<file path="config.mk">
export PLATFORM = sky130hd
export DESIGN_NAME = tmr_channel
export DESIGN_NICKNAME = d
export VERILOG_FILES = /design/src/rtl/tmr_pkg.sv /design/src/rtl/tmr_count.sv /design/src/rtl/tmr_flag.sv /design/src/rtl/tmr_channel.sv
export SDC_FILE = /design/constraint.sdc
export NUM_CORES = 1
export LEC_CHECK = 0
export BUFFER_PORTS_ARGS = -buffer_cell sky130_fd_sc_hd__clkbuf_2
export CORE_AREA = 2 2 111 123
export CTS_BUF_LIST = sky130_fd_sc_hd__clkbuf_4 sky130_fd_sc_hd__clkbuf_8
export DETAILED_ROUTE_END_ITERATION = 12
export DIE_AREA = 0 0 113 125
export SYNTH_ARGS = -nofsm -noshare
export SYNTH_HDL_FRONTEND = slang
export SYNTH_SLANG_ARGS = --single-unit
</file>
<file path="constraint.sdc">
create_clock -name clk -period 2.8 [get_ports clk]
set_input_delay 0.56 -clock clk [delete_from_list [all_inputs] [get_ports clk]]
set_output_delay 0.56 -clock clk [all_outputs]
set_load 0.02 [all_outputs]
</file>
<file path="src/rtl/tmr_pkg.sv">
package tmr_pkg;
  // Control bit positions shared by the trigger and status registers.
  localparam int EN_BIT  = 31;
  localparam int PER_BIT = 30;
  localparam int CLR_BIT = 30;  // write-1-to-clear / pending flag position
  localparam int SEL_BIT = 2;   // address bit selecting the register

  typedef enum logic {
    REG_TRIG = 1'b0,
    REG_STAT = 1'b1
  } reg_sel_e;
endpackage

</file>
<file path="src/rtl/tmr_count.sv">
module tmr_count #(
  parameter int CNT_W = 29
) (
  input  logic             clk,
  input  logic             rst_n,
  input  logic             tick_en,
  input  logic             ld_we,
  input  logic             ld_en,
  input  logic             ld_per,
  input  logic [CNT_W-1:0] ld_val,
  output logic             en_q,
  output logic             per_q,
  output logic [CNT_W-1:0] load_q,
  output logic [CNT_W-1:0] cnt_q,
  output logic             expire
);
  logic             en_d, per_d;
  logic [CNT_W-1:0] load_d, cnt_d;
  logic             upd;
  logic             at_zero;

  assign at_zero = (cnt_q == '0);
  assign expire  = en_q && tick_en && at_zero && !ld_we;
  assign upd     = ld_we || (en_q && tick_en);

  always_comb begin
    en_d   = en_q;
    per_d  = per_q;
    load_d = load_q;
    cnt_d  = cnt_q;
    if (ld_we) begin
      en_d   = ld_en;
      per_d  = ld_per;
      load_d = ld_val;
      cnt_d  = ld_val;
    end else if (en_q && tick_en) begin
      if (at_zero) begin
        if (per_q) cnt_d = load_q;
        else       en_d  = 1'b0;
      end else begin
        cnt_d = cnt_q - 1'b1;
      end
    end
  end

  always_ff @(posedge clk or negedge rst_n) begin
    if (!rst_n) begin
      en_q   <= 1'b0;
      per_q  <= 1'b0;
      load_q <= '0;
      cnt_q  <= '0;
    end else if (upd) begin
      en_q   <= en_d;
      per_q  <= per_d;
      load_q <= load_d;
      cnt_q  <= cnt_d;
    end
  end
endmodule

</file>
<file path="src/rtl/tmr_flag.sv">
module tmr_flag (
  input  logic clk,
  input  logic rst_n,
  input  logic set,
  input  logic clr,
  output logic flag_q
);
  logic flag_d;
  logic upd;

  assign upd = set || clr;

  always_comb begin
    flag_d = flag_q;
    if (clr) flag_d = 1'b0;
    if (set) flag_d = 1'b1;  // a new event outranks a clear
  end

  always_ff @(posedge clk or negedge rst_n) begin
    if (!rst_n)   flag_q <= 1'b0;
    else if (upd) flag_q <= flag_d;
  end
endmodule

</file>
<file path="src/rtl/tmr_channel.sv">
module tmr_channel
  import tmr_pkg::*;
#(
  parameter int DATA_W = 32,
  parameter int CNT_W  = 29,
  parameter int ADDR_W = 3
) (
  input  logic              clk,
  input  logic              rst_n,
  input  logic              tick_en,
  input  logic              wr_en,
  input  logic [ADDR_W-1:0] addr,
  input  logic [DATA_W-1:0] wr_data,
  output logic [DATA_W-1:0] rd_data,
  output logic              irq
);
  reg_sel_e         sel;
  logic             trig_wr, clr_wr;
  logic             en_q, per_q, expire;
  logic [CNT_W-1:0] load_q, cnt_q;
  logic             unused_bits;

  assign sel         = reg_sel_e'(addr[SEL_BIT]);
  assign trig_wr     = wr_en && (sel == REG_TRIG);
  assign clr_wr      = wr_en && (sel == REG_STAT) && wr_data[CLR_BIT];
  assign unused_bits = ^{addr, wr_data};

  tmr_count #(.CNT_W(CNT_W)) u_count (
    .clk     (clk),
    .rst_n   (rst_n),
    .tick_en (tick_en),
    .ld_we   (trig_wr),
    .ld_en   (wr_data[EN_BIT]),
    .ld_per  (wr_data[PER_BIT]),
    .ld_val  (wr_data[CNT_W-1:0]),
    .en_q    (en_q),
    .per_q   (per_q),
    .load_q  (load_q),
    .cnt_q   (cnt_q),
    .expire  (expire)
  );

  tmr_flag u_flag (
    .clk    (clk),
    .rst_n  (rst_n),
    .set    (expire),
    .clr    (clr_wr),
    .flag_q (irq)
  );

  always_comb begin
    rd_data = '0;
    if (sel == REG_TRIG) begin
      rd_data[EN_BIT]    = en_q;
      rd_data[PER_BIT]   = per_q;
      rd_data[CNT_W-1:0] = load_q;
    end else begin
      rd_data[CLR_BIT]   = irq;
      rd_data[CNT_W-1:0] = cnt_q;
    end
  end
endmodule

</file>
==> impl_results.md, run 1 <==
* Largest stage delay on the critical path at 590 ps
* Layout filler cell count at 1350
* Peak supply drop at 269 uV
* Worst path slowest cell: sky130_fd_sc_hd__or4_1
* Relative slew margins at 0.341
* RSZ-0062 raised after global routing: false
* Clk pwr share at 0.288
* TritonCTS clock tree: done
* Pin count of the biggest net entering global routing at 58
* Commonest cells after routing, fill and taps aside: sky130_fd_sc_hd__nand2_1 (102), sky130_fd_sc_hd__clkbuf_2 (67), sky130_fd_sc_hd__dfrtp_1 (61)
* Classification of the worst setup path: flop to flop
* Cell count after synthesis at 446
* Switching Share at 0.359
* CP Capture Type: flop
* Clock tree sinks at 61
* Fin Hold WS at 373 ps
* NetSw at 1.09 mW
* Setup Total Neg Slack at 0 ps
* Die area at 14100 um2
* Vias at 3736
* Number of inserted diodes at 0
* Most frequently used flop master after synthesis: sky130_fd_sc_hd__dfrtp_1
* Comb pwr share at 0.307
* Most common library cell in the layout ignoring fill and taps: sky130_fd_sc_hd__nand2_1
* Minimum period implied by the final worst setup slack at 2630 ps
* Global placer's final weighted congestion at 0.876
* Number of library cell types mapped by synthesis at 57
* Fraction of the cycle the final worst path needs at 0.940
* Starting Density at 0.292
* Register bit count reported by yosys at 61
* Slew @ Worst Pin at 988 ps
* Depth of the CTS H-tree at 3
* Proportion of layout cells with a drive suffix above 1 at 0.302
* Die outline height at 125 um
* Antenna-violating nets left at 0
* Inserted Clock Buffers at 9
* Clock slew at the register clock pins of the worst setup and hold paths at 70 ps
* Synthesized area per cell at 8.49 um2
* Final HPWL DP at 8.35 mm
* Post-CTS setup buffers at 0
* Insertion delay to the later sink of the worst-skew pair at 340 ps
* Yosys warnings at 0
* Hold_buf cts at 0
* Iteration-0 DRC count of the detailed router at 277
* Portion of the post-synthesis area used by sequential elements at 0.403
* Register area at 1530 um2
* Status: complete, but fails checks
* Final Skew at 6.37 ps
* Antenna violations before repair at 0
* Post-synthesis instance area at 3790 um2
* Area of the multi-input gates at 2080 um2
* Highest fanout seen on the critical path at 9
* Detail-routed via count per cell at 5.41
* Gr ovfl total at 0
* Number of port buffers at 67
* Wire length of the first global-routing pass at 19.5 mm
* FP Rows at 44
* Sum of routed wire length over all layers at 11.7 mm
* Kind of launch point of the worst setup path: flop
* Number of nets in the synthesized netlist at 486
* Vias in the first global route at 3772
* Power per standard cell area at 641 nW/um2
* Maximum buffer depth of the clock tree at 2
* Post-synth ARST share at 1.00
* Endpoints failing hold at 0
* Failing checks: design-rule violations
* Number of synthesized flops with an enable pin at 0
* Leakage power at 2.08 nW
* Post-layout util at 0.362
* Tightest Hold Check Type: input pin to asynchronous set/reset pin
* Internal power at 1.93 mW
* Chip Width at 113 um
* Layout area overhead at 24.3%
* Required time of the critical path at 3030 ps
* Drt first pass iters at 9
* Average detailed-routed wire length per instance at 17.0 um
* Pins Over Slew Limit at 0
* CP arrival at 2860 ps
* Global-route usage over all layers at 0.169
* Total I/O pin count at 72
* Chain of cells forming the critical path: or4_1, or4_1, buf_4, o31ai_4, buf_12, o21ai_0, a221o_1
* Max Cap Viol at 0
* Drt drc at 3
* Count of final setup violators at 0
* Cell type with the highest occurrence count on the critical path: sky130_fd_sc_hd__or4_1
* FMAX at 380 MHz
* Nets at 564
* Sequential Power Share at 0.405
* Core Footprint at 13000 um2
* Root buffer selected by CTS: sky130_fd_sc_hd__clkbuf_8
critical path, delay by kind of cell (launching register included):
kind | cells | cell delay, ps
DFF | 1 | 380
and+or+nand+nor | 2 | 1070
buffers and inverters | 2 | 350
AOI/OAI and AO/OA | 3 | 710
through the flow:
stage                     worst slack, ps  cells  area [um2]  power (mW)
after floorplan                       343    446        3790        1.80
after global placement                173    674        4490        2.14
after detailed placement              142    674        4490        2.16
after CTS                             121    690        4710        3.05
after global routing                 40.4    690        4710        3.21
final                                 168    690        4710        3.02
metal layers:
layer	routed length (um)	track usage
met4	238	0.0617
met5	0	0
met3	671	0.0344
met1	5290	0.232
met2	5530	0.265
synth_stat cells, types with 5 or more instances:
master | count | area [um2]
sky130_fd_sc_hd__o21ai_1 | 25 | 125
sky130_fd_sc_hd__nand4_1 | 9 | 56.3
sky130_fd_sc_hd__mux2_2 | 30 | 338
sky130_fd_sc_hd__nor3_1 | 17 | 85.1
sky130_fd_sc_hd__inv_1 | 5 | 18.8
sky130_fd_sc_hd__nand3_1 | 11 | 55.1
sky130_fd_sc_hd__a21oi_1 | 12 | 60.1
sky130_fd_sc_hd__dfrtp_1 | 61 | 1530
sky130_fd_sc_hd__or3_1 | 5 | 31.3
sky130_fd_sc_hd__o2bb2ai_1 | 5 | 43.8
sky130_fd_sc_hd__or4_1 | 7 | 52.6
sky130_fd_sc_hd__nand2_1 | 102 | 383
sky130_fd_sc_hd__nor2_1 | 24 | 90.1
sky130_fd_sc_hd__o21ai_0 | 21 | 105
sky130_fd_sc_hd__a31oi_1 | 9 | 56.3
sky130_fd_sc_hd__clkbuf_1 | 19 | 71.3
sky130_fd_sc_hd__nor4_1 | 10 | 62.6
power groups by stage:
stage	logic (mW)	registers (mW)	clock network (mW)
6_report	0.926	1.22	0.869
5_1_grt	1.02	1.25	0.934
4_1_cts	0.932	1.22	0.892
3_5_place_dp	0.926	1.24	0
3_3_place_gp	0.915	1.23	0
2_1_floorplan	0.621	1.18	0
repair_timing:
item                                   CTS  global route
resized for setup                        0             0
endpoints found under the hold margin    0             0
setup endpoints to repair                0             4
state kept, by name (all words and copies together), names as in the netlist:
signal and count:
u_count.cnt_q 29, u_count.load_q 29, u_count.en_q 1, u_count.per_q 1, u_flag.flag_q 1
kinds of logic after synthesis:
group           count (synthesis)  share of synthesized area
compound gates                110                      0.190
xor+xnor                        2                    0.00463
fa+ha+maj                       1                    0.00330
buf+inv                        37                     0.0496
flops                          61                      0.403
mux                            31                     0.0918
other cells                     1                   0.000990
simple gates                  203                      0.256
area by class of cell:
class | instances | share of cell area
flip-flops and latches | 61 | 0.324
inverters | 5 | 0.00399
clock buffers | 9 | 0.0263
clock inverters | 7 | 0.0191
repair buffers | 99 | 0.141
well taps | 161 | 0.0428
multi-input cells | 348 | 0.443
final timing paths:
path	startpoint	end	slack, ps	depth (start not counted)
min in group clk	wr_data[31]	u_count.en_q$_DFFE_PN0P_	410	3
worst min-delay path	rst_n	u_count.cnt_q[20]$_DFFE_PN0P_	370	1
worst max register to register	u_count.cnt_q[19]$_DFFE_PN0P_	u_count.cnt_q[21]$_DFFE_PN0P_	170	7
worst min register to register	u_count.load_q[3]$_DFFE_PN0P_	u_count.load_q[3]$_DFFE_PN0P_	500	2
worst max-delay path	u_count.cnt_q[19]$_DFFE_PN0P_	u_count.cnt_q[21]$_DFFE_PN0P_	170	7
max in group asynchronous	rst_n	u_count.cnt_q[1]$_DFFE_PN0P_	1750	2
No activity file was read; power rests on OpenSTA's default activity.
==> run 2, diff against run 1 <==
==> constraint.sdc (replaced) <==
create_clock -name clk -period 2.8 [get_ports clk]
set_input_delay 0.28 -clock clk [delete_from_list [all_inputs] [get_ports clk]]
set_output_delay 0.28 -clock clk [all_outputs]
set_load 0.02 [all_outputs]
==> impl_results.md, run 2 (same netlist as run 1, synthesis figures left out) <==
* Area of the multi-input gates at 2090 um2 (was 2080 um2)
* Maximum buffer depth of the clock tree at 2 (unchanged)
* Number of cells in the finished layout apart from fillers at 693 (was 690)
* Detail-routed via count per cell at 5.31 (was 5.41)
* Global placer's final weighted congestion at 0.868 (was 0.876)
* Worst path slowest cell: sky130_fd_sc_hd__or4_4 (was sky130_fd_sc_hd__or4_1)
* Kind of launch point of the worst setup path: flop (unchanged)
* Number of inserted diodes at 0 (unchanged)
* Depth of the CTS H-tree at 3 (unchanged)
* Tightest Hold Check Type: input pin to asynchronous set/reset pin (unchanged)
* Iteration-0 DRC count of the detailed router at 280 (was 277)
* Gr ovfl total at 0 (unchanged)
* Max Cap Viol at 0 (unchanged)
* Fin Hold WS at 80.0 ps (was 373 ps)
* Top flop regs: u_count.cnt_q: 29 flops, u_count.load_q: 29 flops (unchanged)
* Proportion of layout cells with a drive suffix above 1 at 0.308 (was 0.302)
* Placement Cell Area at 4480 um2 (was 4490 um2)
* Clock tree sinks at 61 (unchanged)
* Setup Total Neg Slack at 0 ps (unchanged)
* Largest stage delay on the critical path at 600 ps (was 590 ps)
* Vias at 3682 (was 3736)
* Register area at 1530 um2 (unchanged)
* Layout filler cell count at 1376 (was 1350)
* Count of final setup violators at 0 (unchanged)
* Cells after DPL at 677 (was 674)
* TritonCTS clock tree: done (unchanged)
* Average detailed-routed wire length per instance at 17.3 um (was 17.0 um)
* Chip Width at 113 um (unchanged)
* Core Footprint at 13000 um2 (unchanged)
* Pins Over Slew Limit at 0 (unchanged)
* PnR Total Power at 3.21 mW (was 3.02 mW)
* Required time of the critical path at 3090 ps (was 3030 ps)
* Starting Density at 0.292 (unchanged)
* Endpoints failing hold at 0 (unchanged)
* Wire length of the first global-routing pass at 19.5 mm (about the same)
* Leakage power at 2.11 nW (was 2.08 nW)
* Post-layout util at 0.365 (was 0.362)
* Status: complete, but fails checks (unchanged)
* RSZ-0062 raised after global routing: false (unchanged)
* Number of port buffers at 67 (unchanged)
* Fraction of the cycle the final worst path needs at 0.933 (was 0.940)
* CP Capture Type: flop (unchanged)
* Global-route usage over all layers at 0.173 (was 0.169)
* Chain of cells forming the critical path: or4_1, or4_4, nor4_4, o21a_2, buf_12, a21oi_1, o22ai_1 (was or4_1, or4_1, buf_4, o31ai_4, buf_12, o21ai_0, a221o_1)
* Drt drc at 3 (unchanged)
* Combined buffer and inverter count along the critical path at 1 (was 2)
* Highest fanout seen on the critical path at 11 (was 9)
* Antenna-violating nets left at 0 (unchanged)
* Root buffer selected by CTS: sky130_fd_sc_hd__clkbuf_8 (unchanged)
* Nets at 567 (was 564)
* FMAX at 383 MHz (was 380 MHz)
* Area of all placed cells without fillers at 4740 um2 (was 4710 um2)
* Inserted Clock Buffers at 9 (unchanged)
* Final worst-path setup slack at 186 ps (was 168 ps)
* Minimum period implied by the final worst setup slack at 2610 ps (was 2630 ps)
* Failing checks: design-rule violations (unchanged)
* Most common library cell in the layout ignoring fill and taps: sky130_fd_sc_hd__nand2_1 (unchanged)
* CP arrival at 2900 ps (was 2860 ps)
* FP Rows at 44 (unchanged)
* Vias in the first global route at 3798 (was 3772)
* Final Skew at 12.0 ps (was 6.37 ps)
* Final HPWL DP at 8.50 mm (was 8.35 mm)
* Category of cells accounting for the largest share of critical-path delay: simple AND/OR/NAND/NOR gates (unchanged)
* Die outline height at 125 um (unchanged)
* Insertion delay to the later sink of the worst-skew pair at 360 ps (was 340 ps)
* Layout area overhead at 25.3% (was 24.3%)
* Classification of the worst setup path: flop to flop (unchanged)
* Peak supply drop at 204 uV (was 269 uV)
* Slew @ Worst Pin at 993 ps (was 988 ps)
* Commonest cells after routing, fill and taps aside: sky130_fd_sc_hd__nand2_1 (102), sky130_fd_sc_hd__clkbuf_2 (67), sky130_fd_sc_hd__dfrtp_1 (61) (unchanged)
* Worst Setup Slack post-DPL at 46.7 ps (was 142 ps)
* Sum of routed wire length over all layers at 12.0 mm (was 11.7 mm)
* Drt first pass iters at 8 (was 9)
* Clock slew at the register clock pins of the worst setup and hold paths at 70 ps (about the same)
* Relative slew margins at 0.338 (was 0.341)
* Power per standard cell area at 676 nW/um2 (was 641 nW/um2)
* Total I/O pin count at 72 (unchanged)
* Die area at 14100 um2 (unchanged)
* Antenna violations before repair at 0 (unchanged)
* Pin count of the biggest net entering global routing at 46 (was 58)
==> run 2: changes by cell type in the layout (fill, tap and decap cells not counted), sizes merged <==
cell / before / now
bufinv: 2 / 3
buf: 32 / 35
clkbuf: 76 / 80
clkinvlp: 2 / 0
clkinv: 3 / 0
==> run 2: path summary, 6_finish.rpt <==
kind	from	endpoint	slack [ps]	depth (start not counted)
min in group clk	wr_data[31]	u_count.en_q$_DFFE_PN0P_	110	3
min reg2reg	u_count.load_q[25]$_DFFE_PN0P_	u_count.load_q[25]$_DFFE_PN0P_	500	2
max	u_count.cnt_q[19]$_DFFE_PN0P_	u_count.cnt_q[8]$_DFFE_PN0P_	190	7
max reg2reg	u_count.cnt_q[19]$_DFFE_PN0P_	u_count.cnt_q[8]$_DFFE_PN0P_	190	7
max in group asynchronous	rst_n	u_count.per_q$_DFFE_PN0P_	2040	2
min	rst_n	u_count.cnt_q[23]$_DFFE_PN0P_	80	1
==> run 2: routing by layer <==
metal  GRT usage  wire length (um)  vias to the layer above
met5           0                 0                        -
met4      0.0681               265                        0
met3      0.0354               618                       21
met2       0.282              5740                      100
met1       0.225              5340                     1773
li1            -                 -                     1788
==> run 2: cell type report <==
class / count / share of cell area
Clock inverter: 3 / 0.0190
Tap cell: 161 / 0.0425
Multi-Input combinational cell: 348 / 0.440
Sequential cell: 61 / 0.322
Clock buffer: 13 / 0.0364
Inverter: 5 / 0.00396
Timing Repair Buffer: 102 / 0.137
==> run 2: timing repair <==
action,in CTS,in global routing
endpoints found under the setup margin,0,25
gates resized for setup,0,1
setup buffers,0,0
hold buffers,0,0
==> run 2: worst register-to-register path, cell delays in order (launching register included) <==
cell and delay [ps]:
sky130_fd_sc_hd__dfrtp_1 380, sky130_fd_sc_hd__or4_1 590, sky130_fd_sc_hd__or4_4 600, sky130_fd_sc_hd__nor4_4 350
sky130_fd_sc_hd__o21a_2 260, sky130_fd_sc_hd__buf_12 150, sky130_fd_sc_hd__a21oi_1 50, sky130_fd_sc_hd__o22ai_1 160
==> run 2: power breakdown <==
part	total, mW	switching, mW	internal, mW	leakage, nW
Combinational	0.948	0.549	0.399	1.24
Clock	1.05	0.373	0.675	0.133
Sequential	1.21	0.167	1.04	0.740
==> run 3, diff against run 2 <==
- ABC_AREA: not set -> 1
- CORE_AREA: 2 2 111 123 -> 2 2 113 126
- DIE_AREA: 0 0 113 125 -> 0 0 115 128
==> impl_results.md, run 3 <==
* CP arrival at 2640 ps (was 2900 ps)
* Clock tree sinks at 61 (unchanged)
* Portion of the post-synthesis area used by sequential elements at 0.386 (was 0.403)
* Wire length of the first global-routing pass at 17.6 mm (was 19.5 mm)
* Chip Width at 115 um (was 113 um)
* Combined buffer and inverter count along the critical path at 2 (was 1)
* Drt first pass iters at 4 (was 8)
* Worst path slowest cell: sky130_fd_sc_hd__nor2_1 (was sky130_fd_sc_hd__or4_4)
* Minimum period implied by the final worst setup slack at 2350 ps (was 2610 ps)
* Layout area overhead at 17.6% (was 25.3%)
* Vias at 3818 (was 3682)
* Register bit count reported by yosys at 61 (unchanged)
* Inserted Clock Buffers at 9 (unchanged)
* Post-layout util at 0.344 (was 0.365)
* Post-synthesis instance area at 3950 um2 (was 3790 um2)
* Area of all placed cells without fillers at 4650 um2 (was 4740 um2)
* PnR Total Power at 4.30 mW (was 3.21 mW)
* Most common library cell in the layout ignoring fill and taps: sky130_fd_sc_hd__nand2_1 (unchanged)
* Yosys warnings at 0 (unchanged)
* Top flop regs: u_count.cnt_q: 29 flops, u_count.load_q: 29 flops (unchanged)
* Starting Density at 0.292 (about the same)
* Detail-routed via count per cell at 4.43 (was 5.31)
* Cell type contributing the most total cell area after synthesis: sky130_fd_sc_hd__dfrtp_1 (unchanged)
* Number of nets in the synthesized netlist at 673 (was 486)
* Fraction of the cycle the final worst path needs at 0.841 (was 0.933)
* Chain of cells forming the critical path: inv_1, ha_1, nand2_2, nor2_4, nand2_1, nor2_2, nor2_1, buf_4, nand2_1, nand2_1, nand2_1, nand2_1 (was or4_1, or4_4, nor4_4, o21a_2, buf_12, a21oi_1, o22ai_1)
* Depth of the CTS H-tree at 3 (unchanged)
* Max Cap Viol at 0 (unchanged)
* Number of gates resized after cts at 0 (unchanged)
* Leakage power at 2.67 nW (was 2.11 nW)
* Highest fanout seen on the critical path at 17 (was 11)
* Worst setup path start: u_count.cnt_q[0]$_DFFE_PN0P_ (was u_count.cnt_q[19]$_DFFE_PN0P_)
* RR Startpoint: u_count.cnt_q[0]$_DFFE_PN0P_ (was u_count.cnt_q[19]$_DFFE_PN0P_)
* Cell count after synthesis at 633 (was 446)
* Iteration-0 DRC count of the detailed router at 196 (was 280)
* Global-route usage over all layers at 0.148 (was 0.173)
* Final Skew at 7.01 ps (was 12.0 ps)
* Total I/O pin count at 72 (unchanged)
* Tightest Hold Check Type: input pin to asynchronous set/reset pin (unchanged)
* Clock slew at the register clock pins of the worst setup and hold paths at 70 ps (about the same)
* RSZ-0062 raised after global routing: false (unchanged)
* Layout filler cell count at 1555 (was 1376)
* Antenna violations before repair at 0 (unchanged)
* Pins Over Slew Limit at 0 (unchanged)
* Number of port buffers at 67 (unchanged)
* Levels on crit path at 12 (was 7)
* Pin count of the biggest net entering global routing at 63 (was 46)
* Number of library cell types mapped by synthesis at 24 (was 57)
* Die area at 14700 um2 (was 14100 um2)
* Most common cell in the netlist: sky130_fd_sc_hd__nand2_1 (unchanged)
* TritonCTS clock tree: done (unchanged)
* Fin Hold WS at 23.5 ps (was 80.0 ps)
* Synth area leaders: sky130_fd_sc_hd__dfrtp_1 (39%), sky130_fd_sc_hd__nand2_1 (31%), sky130_fd_sc_hd__o21ai_0 (8.2%) (was sky130_fd_sc_hd__dfrtp_1 (40%), sky130_fd_sc_hd__nand2_1 (10%), sky130_fd_sc_hd__mux2_2 (8.9%))
* Placement Cell Area at 4420 um2 (was 4480 um2)
* Power per standard cell area at 924 nW/um2 (was 676 nW/um2)
* Leading post-synthesis cells by instance count: sky130_fd_sc_hd__nand2_1 (322), sky130_fd_sc_hd__o21ai_0 (65), sky130_fd_sc_hd__dfrtp_1 (61), sky130_fd_sc_hd__inv_1 (56), sky130_fd_sc_hd__nor2_1 (51) (was sky130_fd_sc_hd__nand2_1 (102), sky130_fd_sc_hd__dfrtp_1 (61), sky130_fd_sc_hd__mux2_2 (30), sky130_fd_sc_hd__o21ai_1 (25), sky130_fd_sc_hd__nor2_1 (24))
* Count of final setup violators at 0 (unchanged)
* Gr ovfl total at 0 (unchanged)
* Hold_buf cts at 0 (unchanged)
* CP Capture Type: flop (unchanged)
* Setup Total Neg Slack at 0 ps (unchanged)
* Proportion of layout cells with a drive suffix above 1 at 0.145 (was 0.308)
* Required time of the critical path at 3080 ps (was 3090 ps)
* Post-CTS setup buffers at 0 (unchanged)
* Most frequently used flop master after synthesis: sky130_fd_sc_hd__dfrtp_1 (unchanged)
* Global placer's final weighted congestion at 0.858 (was 0.868)
* Commonest cells after routing, fill and taps aside: sky130_fd_sc_hd__nand2_1 (322), sky130_fd_sc_hd__clkbuf_2 (67), sky130_fd_sc_hd__o21ai_0 (65) (was sky130_fd_sc_hd__nand2_1 (102), sky130_fd_sc_hd__clkbuf_2 (67), sky130_fd_sc_hd__dfrtp_1 (61))
* Die outline height at 128 um (was 125 um)
* Slew @ Worst Pin at 840 ps (was 993 ps)
* Vias in the first global route at 3803 (was 3798)
* Root buffer selected by CTS: sky130_fd_sc_hd__clkbuf_8 (unchanged)
* Antenna-violating nets left at 0 (unchanged)
* Post-synth ARST share at 1.00 (unchanged)
* Sum of routed wire length over all layers at 10.1 mm (was 12.0 mm)
* Category of cells accounting for the largest share of critical-path delay: simple AND/OR/NAND/NOR gates (unchanged)
* Number of inserted diodes at 0 (unchanged)
* Number of cells traversed by the worst register-to-register path at 12 (was 7)
* Synthesized area per cell at 6.24 um2 (was 8.49 um2)
* Status: finished clean (was complete, but fails checks)
* Core Footprint at 13500 um2 (was 13000 um2)
* Maximum buffer depth of the clock tree at 2 (unchanged)
* Final HPWL DP at 7.53 mm (was 8.50 mm)
* Insertion delay to the later sink of the worst-skew pair at 340 ps (was 360 ps)
* Kind of launch point of the worst setup path: flop (unchanged)
* Drt drc at 0 (was 3)
* Cell type with the highest occurrence count on the critical path: sky130_fd_sc_hd__nand2_1
* Number of synthesized flops with an enable pin at 0 (unchanged)
* Peak supply drop at 296 uV (was 204 uV)
* Largest stage delay on the critical path at 630 ps (was 600 ps)
* Top-area cell type share of the netlist area at 0.386 (was 0.403)
* Endpoints failing hold at 0 (unchanged)
* Classification of the worst setup path: flop to flop (unchanged)
* Nets at 732 (was 567)
* FP Rows at 45 (was 44)
* Average detailed-routed wire length per instance at 11.7 um (was 17.3 um)
* Relative slew margins at 0.438 (was 0.338)
* FMAX at 425 MHz (was 383 MHz)
==> run 3: cell count changes in the layout (fill, tap and decap cells not counted), moves of 7 or more <==
cell and delta:
sky130_fd_sc_hd__nand2_1 +220, sky130_fd_sc_hd__mux2_2 -30, sky130_fd_sc_hd__a21oi_1 -11, sky130_fd_sc_hd__o21ai_1 -24
sky130_fd_sc_hd__nor3_1 -17, sky130_fd_sc_hd__nor4_1 -10, sky130_fd_sc_hd__nor2_1 +27, sky130_fd_sc_hd__inv_1 +51
sky130_fd_sc_hd__buf_4 -24, sky130_fd_sc_hd__a31oi_1 -9, sky130_fd_sc_hd__xnor2_1 +7, sky130_fd_sc_hd__o21ai_0 +44
==> run 3: path summary, 6_finish.rpt <==
| path | to | slack (ps) |
|---|---|---|
| setup reg to reg | u_count.cnt_q[2]$_DFFE_PN0P_ | 450 |
| min in group clk | u_count.en_q$_DFFE_PN0P_ | 130 |
| hold / removal | u_count.load_q[0]$_DFFE_PN0P_ | 20 |
| hold reg to reg | u_count.cnt_q[0]$_DFFE_PN0P_ | 520 |
| max in group asynchronous | u_count.load_q[15]$_DFFE_PN0P_ | 2120 |
| setup / recovery | u_count.cnt_q[2]$_DFFE_PN0P_ | 450 |
==> run 3: report_power, final <==
part | internal (mW) | switching [mW]
clock | 0.557 | 0.347
sequential | 1.11 | 0.289
combinational | 0.685 | 1.30
total | 2.35 | 1.94
==> run 3: kinds of logic (layout without fill, tap and decap cells) <==
group           after synthesis  in the layout  share of synthesized area
compound gates               68             68                     0.0868
other cells                   1              1                   0.000949
buf+inv                      85            149                     0.0931
xor+xnor                     14             14                     0.0310
simple gates                403            403                      0.399
fa+ha+maj                     1              1                    0.00317
flops                        61             61                      0.386
==> run 3: per-stage QoR <==
step / cells / worst slack (ps)
after floorplan: 633 / 1060
after global placement: 845 / 491
after detailed placement: 845 / 463
after CTS: 861 / 447
after global routing: 861 / 209
final: 861 / 446
==> run 3: routing by layer <==
| metal | part of all wire | global-route usage |
|---|---|---|
| met1 | 0.48 | 0.191 |
| met2 | 0.47 | 0.245 |
| met3 | 0.038 | 0.0364 |
| met4 | 0.011 | 0.0446 |
| met5 | 0 | 0 |
==> run 3: layout make-up <==
class	instances	area (um2)	share of cell area
clock buffers	12	159	0.0342
clock inverters	4	70.1	0.0151
inverters	58	218	0.0468
multi-input cells	487	2060	0.444
flip-flops and latches	61	1530	0.328
well taps	164	205	0.0441
repair buffers	75	408	0.0878
